**src/rtl/amp_guard_pkg.sv**
```systemverilog
package amp_guard_pkg;
  typedef enum logic [1:0] {
    SEQ_OFF  = 2'd0,
    SEQ_RAMP = 2'd1,
    SEQ_ON   = 2'd2
  } seq_state_e;
endpackage

```
**src/rtl/amp_guard_latch.sv**
```systemverilog
module amp_guard_latch (
  input  logic clk_i,
  input  logic rst_ni,
  input  logic set_i,
  input  logic clr_i,
  output logic q_o
);
  // clear wins over set
  always_ff @(posedge clk_i or negedge rst_ni) begin
    if (!rst_ni)    q_o <= 1'b0;
    else if (clr_i) q_o <= 1'b0;
    else if (set_i) q_o <= 1'b1;
  end
endmodule

```
**src/rtl/amp_guard_thermal.sv**
```systemverilog
module amp_guard_thermal #(
  parameter int TEMP_W = 8,
  parameter int TRIP_C = 150,
  parameter int HYST_C = 15
) (
  input  logic              clk_i,
  input  logic              rst_ni,
  input  logic [TEMP_W-1:0] temp_i,
  output logic              hot_o
);
  localparam logic [TEMP_W-1:0] TripV = TEMP_W'(TRIP_C);
  localparam logic [TEMP_W-1:0] RelV  = TEMP_W'(TRIP_C - HYST_C);

  always_ff @(posedge clk_i or negedge rst_ni) begin
    if (!rst_ni)              hot_o <= 1'b0;
    else if (temp_i > TripV)  hot_o <= 1'b1;
    else if (temp_i <= RelV)  hot_o <= 1'b0;
  end
endmodule

```
**src/rtl/amp_guard_seq.sv**
```systemverilog
module amp_guard_seq
  import amp_guard_pkg::*;
#(
  parameter int STARTUP_MS = 14
) (
  input  logic clk_i,
  input  logic rst_ni,
  input  logic block_i,
  input  logic tick_i,
  output logic en_o
);
  localparam int CntW = $clog2(STARTUP_MS + 1);
  localparam logic [CntW-1:0] LastCnt = CntW'(STARTUP_MS - 1);

  seq_state_e      state_q, state_d;
  logic [CntW-1:0] cnt_q, cnt_d;

  always_comb begin
    state_d = state_q;
    cnt_d   = cnt_q;
    if (block_i) begin
      state_d = SEQ_OFF;
      cnt_d   = '0;
    end else begin
      unique case (state_q)
        SEQ_OFF: begin
          state_d = SEQ_RAMP;
          cnt_d   = '0;
        end
        SEQ_RAMP: if (tick_i) begin
          if (cnt_q == LastCnt) state_d = SEQ_ON;
          else                  cnt_d   = cnt_q + 1'b1;
        end
        SEQ_ON: ;
        default: state_d = SEQ_OFF;
      endcase
    end
  end

  always_ff @(posedge clk_i or negedge rst_ni) begin
    if (!rst_ni) begin
      state_q <= SEQ_OFF;
      cnt_q   <= '0;
    end else begin
      state_q <= state_d;
      cnt_q   <= cnt_d;
    end
  end

  assign en_o = (state_q == SEQ_ON);
endmodule

```
**src/rtl/amp_guard_ctrl.sv**
```systemverilog
module amp_guard_ctrl #(
  parameter int TEMP_W     = 8,
  parameter int TRIP_C     = 150,
  parameter int HYST_C     = 15,
  parameter int STARTUP_MS = 14
) (
  input  logic              clk_i,
  input  logic              rst_ni,
  input  logic              run_i,
  input  logic              auto_recover_i,
  input  logic              short_det_i,
  input  logic              dc_det_i,
  input  logic [TEMP_W-1:0] die_temp_i,
  input  logic              supply_ok_i,
  input  logic              ms_tick_i,
  output logic              bridge_en_o,
  output logic              fault_pull_o
);
  logic sc_q, dc_q, hot_q, run_eff, block;

  // fault_pull_o comes from flops only, so the loopback is registered
  assign run_eff = run_i & ~(auto_recover_i & fault_pull_o);

  amp_guard_latch u_sc (
    .clk_i, .rst_ni,
    .set_i (short_det_i),
    .clr_i (~run_eff),
    .q_o   (sc_q)
  );

  // only power-on reset clears the DC latch
  amp_guard_latch u_dc (
    .clk_i, .rst_ni,
    .set_i (dc_det_i),
    .clr_i (1'b0),
    .q_o   (dc_q)
  );

  amp_guard_thermal #(
    .TEMP_W (TEMP_W),
    .TRIP_C (TRIP_C),
    .HYST_C (HYST_C)
  ) u_therm (
    .clk_i, .rst_ni,
    .temp_i (die_temp_i),
    .hot_o  (hot_q)
  );

  assign block = ~run_eff | sc_q | short_det_i | dc_q | dc_det_i |
                 hot_q | ~supply_ok_i;

  amp_guard_seq #(.STARTUP_MS(STARTUP_MS)) u_seq (
    .clk_i, .rst_ni,
    .block_i (block),
    .tick_i  (ms_tick_i),
    .en_o    (bridge_en_o)
  );

  assign fault_pull_o = sc_q | dc_q;
endmodule

```
**config.mk**
```make
export PLATFORM = sky130hd
export DESIGN_NAME = amp_guard_ctrl
export DESIGN_NICKNAME = d
export VERILOG_FILES = /design/src/rtl/amp_guard_pkg.sv /design/src/rtl/amp_guard_latch.sv /design/src/rtl/amp_guard_thermal.sv /design/src/rtl/amp_guard_seq.sv /design/src/rtl/amp_guard_ctrl.sv
export SDC_FILE = /design/constraint.sdc
export NUM_CORES = 1
export LEC_CHECK = 0
export BUFFER_PORTS_ARGS = -buffer_cell sky130_fd_sc_hd__buf_2
export CAP_MARGIN = 20
export CELL_PAD_IN_SITES_DETAIL_PLACEMENT = 0
export CELL_PAD_IN_SITES_GLOBAL_PLACEMENT = 1
export CORE_MARGIN = 2
export CORE_UTILIZATION = 34
export CTS_CLUSTER_DIAMETER = 100
export DETAILED_ROUTE_END_ITERATION = 6
export GPL_TIMING_DRIVEN = 0
export PLACE_DENSITY_LB_ADDON = 0.1
export SLEW_MARGIN = 0
export SYNTH_ARGS = -nofsm -noshare
export SYNTH_HDL_FRONTEND = slang
export SYNTH_SLANG_ARGS = --single-unit
```
**constraint.sdc**
```tcl
create_clock -name clk_i -period 1.7 [get_ports clk_i]
set_input_delay 0 -clock clk_i [delete_from_list [all_inputs] [get_ports clk_i]]
set_output_delay 0 -clock clk_i [all_outputs]
set_load 0.05 [all_outputs]
```
# ---- Word-level counts from Yosys, hierarchy flattened
# Index checks and enable logic that the tools add are counted.
dict set report classes {
  add_sub_neg 1
  order_cmp 2
  eq_ne 8
  n_mux 12
  bitwise 12
  n_reduce_logical 5
}
# cell count
set ops {}
lappend ops {{two-way mux 4 bit} 3}
lappend ops {{greater-than comparator 8 bit (second input constant)} 1}
lappend ops {{less-or-equal comparator 8 bit (second input constant)} 1}
lappend ops {{case mux 4 bit (2 select lines)} 1}
lappend ops {{OR 1 bit} 7}
lappend ops {{two-way mux 2 bit} 3}
lappend ops {{!= test 3 bit (second input constant)} 2}
lappend ops {{case mux 2 bit (3 select lines)} 1}
lappend ops {{AND reduction 3 bit} 2}
lappend ops {{adder 4 x 1 -> 4 bit (second input constant)} 1}
lappend ops {{== test 4 bit (second input constant)} 1}
lappend ops {{two-way mux 1 bit} 4}
lappend ops {{!= test 3 x 2 -> 1 bit (second input constant)} 1}
lappend ops {{inverter 1 bit} 3}
lappend ops {{nonzero test 3 bit} 1}
lappend ops {{bitwise AND 1 bit} 2}
lappend ops {{== test 2 x 1 -> 1 bit (second input constant)} 1}
lappend ops {{== test 2 bit (second input constant)} 1}
lappend ops {{logical NOT 2 bit} 1}
lappend ops {{!= test 2 x 1 -> 1 bit (second input constant)} 1}
lappend ops {{!= test 2 bit (second input constant)} 1}
lappend ops {{nonzero test 2 bit} 1}
dict set report word_totals {
  regBits 9
  output_inout_bits 2
}

# ---- Depth between registers and ports, before layout
# Gate-level depths: netlist of run 1.
dict set report logic_depth {
  word_depth 13
  depth_mapped 6
}

# ---- By module
# A second synthesis of run 1 with hierarchy kept.
dict set report hier_totals {
  hier_cells 50
  hier_area_um2 510.5
}
# module instances cells_per_inst area_each_um2
set by_module_without_submodules {}
lappend by_module_without_submodules {amp_guard_seq 1 35 346.6}
lappend by_module_without_submodules {amp_guard_latch 2 2 35.0}
lappend by_module_without_submodules {amp_guard_thermal 1 4 57.6}
lappend by_module_without_submodules {amp_guard_ctrl 1 7 36.3}

# ---- Worst setup path before layout of run 1
# Ideal clock, no wire load.
dict set report synth_timing {
  kind {reg2reg}
  start {reg u_seq.cnt_q[0]}
  end {reg u_seq.cnt_q[3]}
  setup_ps 125
  t_arrival_ps 1337
  required_ps 1575
  slack_ps 238
  path_stages_with_launch 6
  path_buffers 0
  period_less_slack_ps 1462
  path_cell_list {dfrtp_1 > ha_1 > and4_1 > or3_1 > nand3_1 > nand3_1}
}
dict set report synth_between {
  elab_chain_len 5
  elab_cells_between_ends 8
}
# item line
set synth_rtl {}
lappend synth_rtl {{start: declaration} amp_guard_seq.sv:16} ;# logic [CntW-1:0] cnt_q, cnt_d;
lappend synth_rtl {{start signal: assignment} amp_guard_seq.sv:46} ;# cnt_q <= cnt_d;
lappend synth_rtl {{adder 4 x 1 -> 4 bit} amp_guard_seq.sv:32} ;# else cnt_d = cnt_q + 1'b1;
lappend synth_rtl {{two-way mux 4 bit} amp_guard_seq.sv:31} ;# if (cnt_q == LastCnt) state_d = SEQ_ON;
lappend synth_rtl {{two-way mux 4 bit} amp_guard_seq.sv:30} ;# SEQ_RAMP: if (tick_i) begin
lappend synth_rtl {{case mux 4 bit (2 select lines)} amp_guard_seq.sv:25} ;# unique case (state_q)
lappend synth_rtl {{two-way mux 4 bit} amp_guard_seq.sv:21} ;# if (block_i) begin
# Several ways; a longest one is shown, not always the timed one. The select of a mux whose other input is x is not followed.
# A chain may end at the register's enable or synchronous reset.

# ---- Worst setup path in the final report of run 1
dict set report layout_timing {
  start {reg u_seq.cnt_q[0]}
  end {reg u_seq.cnt_q[2]}
}
# Same word-level chain as after synthesis.

==> results of run 1 <==
==> sequential cells by signal (all words and copies together) (netlist names) <==
signal	cells
u_sc.q_o	1
u_seq.state_q	2
u_seq.cnt_q	4
u_therm.hot_o	1
u_dc.q_o	1
==> cell families (layout without fill, tap and decap cells) <==
| kind of cell | count (synthesis) | count (layout) | synth area share |
|---|---|---|---|
| simple gates | 34 | 34 | 0.389 |
| compound gates | 9 | 9 | 0.113 |
| flops | 9 | 9 | 0.417 |
| buf+inv | 4 | 30 | 0.0347 |
| fa+ha+maj | 2 | 2 | 0.0463 |
==> what timing repair did <==
item / CTS / global route
endpoints found under the hold margin: 12 / 0
buffers inserted: 0 / 0
hold buffers: 5 / 0
==> cell usage in the layout, fill, tap and decap left out, types with 2 or more instances in the layout <==
master          n
and4_1          2
buf_2          17
clkbuf_4        3
dfrtp_1         9
dlygate4sd3_1   5
ha_1            2
inv_1           3
nand2_1         3
nand3_1         5
nand4_1         5
nor2_1          8
nor2b_1         2
o21ai_1         3
or2_2           2
==> power breakdown <==
| part | total [mW] | switching [mW] | internal, mW |
|---|---|---|---|
| sequential | 0.220 | 0.00314 | 0.217 |
| combinational | 0.0437 | 0.0177 | 0.0261 |
| clock | 0.163 | 0.0728 | 0.0903 |
==> worst paths after layout <==
check	end	slack (ns)	cells after the start
min in group asynchronous	u_seq.cnt_q[3]$_DFFE_PN0P_	0.12	2
worst min-delay path	u_sc.q_o$_DFFE_PN0P_	0.03	3
max in group asynchronous	u_seq.cnt_q[0]$_DFFE_PN0P_	1.39	2
worst min register to register	u_seq.cnt_q[0]$_DFFE_PN0P_	0.54	1
worst max-delay path	u_seq.cnt_q[2]$_DFFE_PN0P_	0.13	5
worst max register to register	u_seq.cnt_q[2]$_DFFE_PN0P_	0.13	5
==> metal layers <==
metal  vias to the layer above  global-route usage  routed length (um)
met2                        14               0.218                 576
met3                         0              0.0625                  57
met1                       225               0.162                 569
met5                         -                   0                   0
met4                         0              0.0909                   0
li1                        265                   -                   -
==> final cells by class <==
type | instances | area (um^2)
Buffer | 1 | 7.51
Tap cell | 16 | 20.0
Clock buffer | 4 | 26.3
Fill cell | 155 | 785
Timing Repair Buffer | 22 | 135
Sequential cell | 9 | 225
Inverter | 3 | 11.3
Multi-Input combinational cell | 45 | 297
==> worst min-delay path, cell delays in order <==
cell,delay [ns]
buf_2,0.09
nor2_1,0.06
nor2_1,0.09
==> reports/metrics.csv, run 1 <==
stage;metric;value;unit
setup_path;WP buf/inv;0;
synth;post-synthesis average cell area;9.32;um^2
place;pre-CTS WS;0.133;ns
setup_path;CP Class;flip-flop to flip-flop;
finish;Final Cell Area;722;um^2
drt;Detailed Route WL;1200;um
sta;Max Slew Vio Count;0;
grt;global-route wire length before repair;1940;um
sta;setup TNS;0;ns
outcome;status;finished, final reports clean;
grt;GRT Resource Usage Total;0.143;
floorplanning;die area;1920;um^2
setup_path;critical path capture point type;flip-flop;
sta;FMAX;637;MHz
cts;CTS Root Cell;clkbuf_4;
cts;clock slew at reported path FFs;0.06;ns
setup_path;worst path required time;1.84;ns
drt;drt pass-1 iters;3;
finish;layout cells sized above 1;0.321;
sta;final hold vios;0;
cts;Worst-Skew Late Latency;0.26;ns
setup_path;critical path, cell by cell;ha_1, and4_1, nor3_2, o32ai_1, o21bai_1;
floorplanning;row count;14;
place;placed insts;91;
synth;post-synthesis cell type count;25;
synth;most common cell in the synthesized netlist;dfrtp_1;
sta;unrepaired setup endpoints after global routing;no;
synth;asr flop ratio synth;1.00;
cts;CTS tree;done;
worst_hold_path;hold wc startpoint;short_det_i;
power_and_ir_drop;Lkg Pwr;0.322;nW
synth;share of the synthesized area in the top cell type;0.417;
floorplanning;Core Area;1510;um^2
synth;Post-synth EDFFs;0;
sta;hold_ws;0.0294;ns
setup_path;Slowest cell on crit path;dfrtp_1;
sta;Post-Route Skew;0.00220;ns
power_and_ir_drop;power density over cell area;591;nW/um^2
synth;synth warn;0;
synth;synthesized area;541;um^2
drt;DRT antenna net count;0;
power_and_ir_drop;Max VDD drop;0.272;mV
place;I/O Buffers;17;
cts;Max H-tree Level;1;
sta;post-layout min period;1.57;ns
sta;fin worst setup slack;0.130;ns
setup_path;CP top delay family;simple AND/OR/NAND/NOR gates;
synth;synthesized flop and latch total;9;
synth;Syn Nets;76;
drt;wire per inst;12.0;um
floorplanning;Starting Density;0.359;
place;area post-placement;646;um^2
drt;detailed-route DRC error count;0;
setup_path;startpoint types;flip-flop;
sta;worst slew pin tran;0.337;ns
worst_hold_path;Worst Hold Class;primary input to flip-flop;
drt;DR iter-0 viols;6;
finish;Area Overhead vs Synth;33.6;%
finish;fin util;0.479;
grt;initial antenna violation count;0;
synth;main area contributors after synthesis;dfrtp_1 (42%), nand4_1 (5.8%), nor2_1 (5.6%), ha_1 (4.6%), nand3_1 (4.6%);
drt;vias post-DR;504;
sta;Tcrit/Tclk final;0.924;
setup_path;reg2reg start;u_seq.cnt_q[0]$_DFFE_PN0P_;
floorplanning;Die Height;43.9;um
grt;number of global-route vias before repair;443;
cts;CTS Buffer Depth;2;
synth;top_reg_cell synth;dfrtp_1;
sta;Finish-stage setup viols;0;
run;max cap viols;0;
power_and_ir_drop;total power;0.427;mW
finish;fin nets;103;
floorplanning;Top-Level Pins;18;
setup_path;Critical Path Source;u_seq.cnt_q[0]$_DFFE_PN0P_;
synth;area leader, netlist;dfrtp_1;
cts;CTS buffer count;3;
finish;non-filler cells, final;100;
grt;largest net degree at the start of global routing;10;
cts;clock sinks;9;
synth;post-synthesis sequential area ratio;0.417;
synth;Synth top cells by count;dfrtp_1 (9), nor2_1 (8), nand3_1 (5), nand4_1 (5);
place;GP Congestion;0.744;
grt;total gr overflow;0;
setup_path;Critical Path AT;1.72;ns
setup_path;CP max stage delay;0.42;ns
finish;ant diodes;0;
drt;DR vias/cell;5.04;
setup_path;Max Fanout on Critical Path;5;
synth;cell count after synthesis;58;
floorplanning;Chip Width;43.9;um
place;placed wire-length estimate;878;um
cts;CTS resizes;0;
sta;Rel. slew slack;0.774;
No activity file was read; power rests on OpenSTA's default activity.
==> run 2, diff against run 1 <==
--- a/config.mk
+++ b/config.mk
@@ -5,6 +5,7 @@
 export SDC_FILE = /design/constraint.sdc
 export NUM_CORES = 1
 export LEC_CHECK = 0
+export ABC_AREA = 1
 export BUFFER_PORTS_ARGS = -buffer_cell sky130_fd_sc_hd__buf_2
 export CAP_MARGIN = 20
 export CELL_PAD_IN_SITES_DETAIL_PLACEMENT = 0
==> run 2 against run 1 <==
Setup slack gained 0.22 ns; register-to-register slack gained 0.22 ns; wire length rose by 0.58%; utilization shrank 2.9 points; hold slack lost 0.023 ns; global-route usage down 0.55 points; sequential power barely moved; critical path depth is 2 higher; count of clock-buffer cells in the layout stayed put; clock power grew 2%; combinational power increased by 6.2%; sequential share of layout area down 1.2 points; largest power group unchanged.
==> reports/metrics.csv, run 2 <==
stage;metric;value;unit;change
finish;Area Overhead vs Synth;27.6;%;
synth;Post-synth EDFFs;0;;unchanged
finish;largest registers;u_seq.cnt_q: 4 flops, u_seq.state_q: 2 flops;;
cts;clock sinks;9;;unchanged
place;pre-CTS WS;0.374;ns;+0.242 ns
cts;Max H-tree Level;1;;unchanged
cts;CTS Buffer Depth;2;;unchanged
finish;Final Cell Area;752;um^2;+4.2%
floorplanning;Die Height;45.6;um;+4.0%
drt;detailed-route DRC error count;0;;unchanged
grt;global-route wire length before repair;1900;um;-2.1%
finish;Fillers;184;;+19%
floorplanning;Core Area;1670;um^2;+11%
cts;Worst-Skew Late Latency;0.26;ns;about the same
place;area post-placement;696;um^2;+7.8%
worst_hold_path;hold wc startpoint;short_det_i;;
setup_path;Critical Path AT;1.50;ns;-0.22 ns
worst_hold_path;Worst Hold Endpoint;u_sc.q_o$_DFFE_PN0P_;;
setup_path;Worst path most repeated cell;nand2_1;;
cts;clock slew at reported path FFs;0.06;ns;about the same
place;placed insts;112;;+23%
grt;initial antenna violation count;0;;unchanged
power_and_ir_drop;NetSw;0.100;mW;+7.3%
setup_path;reg2reg start;u_seq.cnt_q[0]$_DFFE_PN0P_;;
synth;main area contributors after synthesis;dfrtp_1 (38%), inv_1 (8.3%), nand2_1 (8.3%), nor2_1 (8.3%), nand3_1 (5.1%);;
setup_path;r2r worst-path depth;7;;+2
drt;DR iter-0 viols;1;;-5
sta;fin worst setup slack;0.352;ns;+0.222 ns
drt;Detailed Route WL;1210;um;+0.58%
synth;cell count after synthesis;78;;+34%
sta;worst slew pin tran;0.244;ns;-0.0932 ns
setup_path;R2R Setup Slk;0.35;ns;+0.22 ns
grt;largest net degree at the start of global routing;10;;unchanged
floorplanning;die area;2080;um^2;+8.2%
power_and_ir_drop;Max VDD drop;0.474;mV;+74%
finish;non-filler cells, final;119;;+19%
synth;share of the synthesized area in the top cell type;0.382;;-0.0345
setup_path;CP max stage delay;0.44;ns;+0.02 ns
setup_path;startpoint types;flip-flop;;
drt;drt pass-1 iters;2;;-1
sta;Rel. slew slack;0.837;;+0.0633
run;max cap viols;0;;unchanged
worst_hold_path;hold depth;3;;unchanged
setup_path;CP Class;flip-flop to flip-flop;;
synth;top_reg_cell synth;dfrtp_1;;
finish;most frequent cells in the layout;buf_2 (17), inv_1 (13), nor2_1 (13), nand2_1 (13), dfrtp_1 (9);;
synth;asr flop ratio synth;1.00;;unchanged
floorplanning;Top-Level Pins;18;;unchanged
synth;Syn Nets;96;;+26%
worst_hold_path;Worst Hold Class;primary input to flip-flop;;
cts;CTS buffer count;3;;unchanged
sta;Finish-stage setup viols;0;;unchanged
sta;unrepaired setup endpoints after global routing;no;;
setup_path;Slowest cell on crit path;dfrtp_1;;
power_and_ir_drop;power density over cell area;575;nW/um^2;-2.7%
sta;Max Slew Vio Count;0;;unchanged
synth;synth warn;0;;unchanged
finish;ant diodes;0;;unchanged
cts;CTS tree;done;;
power_and_ir_drop;Lkg Pwr;0.398;nW;+24%
sta;FMAX;742;MHz;+17%
floorplanning;Chip Width;45.6;um;+4.0%
setup_path;critical path capture point type;flip-flop;;
setup_path;reg2reg end;u_seq.cnt_q[0]$_DFFE_PN0P_;;
synth;synthesized flop and latch total;9;;unchanged
finish;fin nets;121;;+17%
floorplanning;row count;15;;+1
cts;CTS Root Cell;clkbuf_4;;
power_and_ir_drop;Sw Share;0.232;;+0.0128
synth;Synth top cells by count;inv_1 (13), nand2_1 (13), nor2_1 (13), dfrtp_1 (9), nand3_1 (6);;
setup_path;worst path required time;1.85;ns;about the same
drt;DR vias/cell;4.58;;-9.1%
power_and_ir_drop;clock power share;0.386;;+0.004
drt;wire per inst;10.2;um;-15%
synth;post-synthesis average cell area;7.56;um^2;-19%
finish;Biggest register;u_seq.cnt_q;;
grt;number of global-route vias before repair;463;;+4.5%
synth;synthesized area;589;um^2;+9.0%
sta;final hold vios;0;;unchanged
power_and_ir_drop;combinational group share of total power;0.107;;+0.005
setup_path;Max Fanout on Critical Path;6;;+1
place;GP Congestion;0.732;;-1.6%
synth;post-synthesis cell type count;19;;-24%
synth;area leader, netlist;dfrtp_1;;
finish;layout cells sized above 1;0.304;;-0.0175
sta;Post-Route Skew;0.00448;ns;+0.00228 ns
outcome;status;finished, final reports clean;;
grt;total gr overflow;0;;unchanged
cts;Setup Buffers After CTS;0;;unchanged
place;I/O Buffers;17;;unchanged
floorplanning;Starting Density;0.353;;-0.00599
sta;post-layout min period;1.35;ns;-0.222 ns
sta;hold_ws;0.00608;ns;-0.0233 ns
sta;Tcrit/Tclk final;0.793;;-0.131
sta;setup TNS;0;ns;unchanged
power_and_ir_drop;internal cell power;0.332;mW;-0.34%
place;placed wire-length estimate;954;um;+8.6%
drt;DRT antenna net count;0;;unchanged
setup_path;critical path, cell by cell;ha_1, nand3_1, inv_1, nand3_2, nand2_2, nand2_1, nand2_1;;
drt;vias post-DR;545;;+8.1%
synth;post-synthesis sequential area ratio;0.382;;-0.0345
finish;commonest non-fill, non-tap cell in the layout;buf_2;;
finish;max reg flops;4;;unchanged
grt;GRT Resource Usage Total;0.137;;-0.00550
cts;CTS resizes;0;;unchanged
power_and_ir_drop;Seq pwr share;0.507;;-0.009
cts;CTS Hold Bufs;3;;-2
-- run 2: power groups by stage --
stage / Combinational, mW / Clock [mW] / Sequential [mW]
6_report: 0.0464 / 0.167 / 0.219
3_3_place_gp: 0.0416 / 0 / 0.224
2_1_floorplan: 0.0172 / 0 / 0.223
5_1_grt: 0.0528 / 0.186 / 0.220
3_5_place_dp: 0.0422 / 0 / 0.224
4_1_cts: 0.0475 / 0.176 / 0.219
-- run 2: critical path: cells and delay by family (launching register included) --
family                     cells  cell delay (ns)
adders and majority gates      1             0.23
and+or+nand+nor                5             0.48
buffers and inverters          1             0.08
DFF                            1             0.44
-- run 2: per-layer routing --
metal	up-vias	track usage	part of all wire
met2	11	0.203	0.45
met5	-	0	0
met1	236	0.168	0.49
met4	0	0.106	0.015
li1	296	-	-
met3	2	0.0357	0.045
-- run 2: area by class of cell --
cell class / instances / area (um^2) / area share
sequential: 9 / 225 / 0.300
timing repair buffer: 20 / 115 / 0.153
clock buffer: 4 / 26.3 / 0.0349
multi-input combinational: 56 / 315 / 0.419
inverter: 13 / 48.8 / 0.0649
tap: 17 / 21.3 / 0.0283
-- run 2: worst max path at each step --
stage	from	endpoint	slack, ns	cells past startpoint
6_report	u_seq.cnt_q[0]$_DFFE_PN0P_	u_seq.cnt_q[0]$_DFFE_PN0P_	0.35	7
5_1_grt	u_seq.cnt_q[0]$_DFFE_PN0P_	u_seq.cnt_q[1]$_DFFE_PN0P_	0.24	7
4_1_cts	u_seq.cnt_q[0]$_DFFE_PN0P_	u_seq.cnt_q[1]$_DFFE_PN0P_	0.36	7
3_5_place_dp	u_seq.cnt_q[0]$_DFFE_PN0P_	u_seq.cnt_q[1]$_DFFE_PN0P_	0.37	7
3_3_place_gp	u_seq.cnt_q[0]$_DFFE_PN0P_	u_seq.cnt_q[0]$_DFFE_PN0P_	0.37	7
2_1_floorplan	u_seq.state_q[0]$_DFFE_PN0P_	u_seq.state_q[1]$_DFFE_PN0P_	0.35	3
-- run 2: cells by family after synthesis --
logic type,count (synthesis),share of synthesized area
AO/OA/AOI/OAI,8,0.0934
buffers and inverters,13,0.0828
AND/OR/NAND/NOR,45,0.384
flip-flops,9,0.382
XOR/XNOR,1,0.0149
adder cells (fa/ha/maj),2,0.0425
-- run 2: stage by stage --
step	power, mW	utilization
2_1_floorplan	0.240	-
3_3_place_gp	0.265	0.416
3_5_place_dp	0.266	0.416
4_1_cts	0.443	0.450
5_1_grt	0.458	0.450
6_report	0.433	0.450
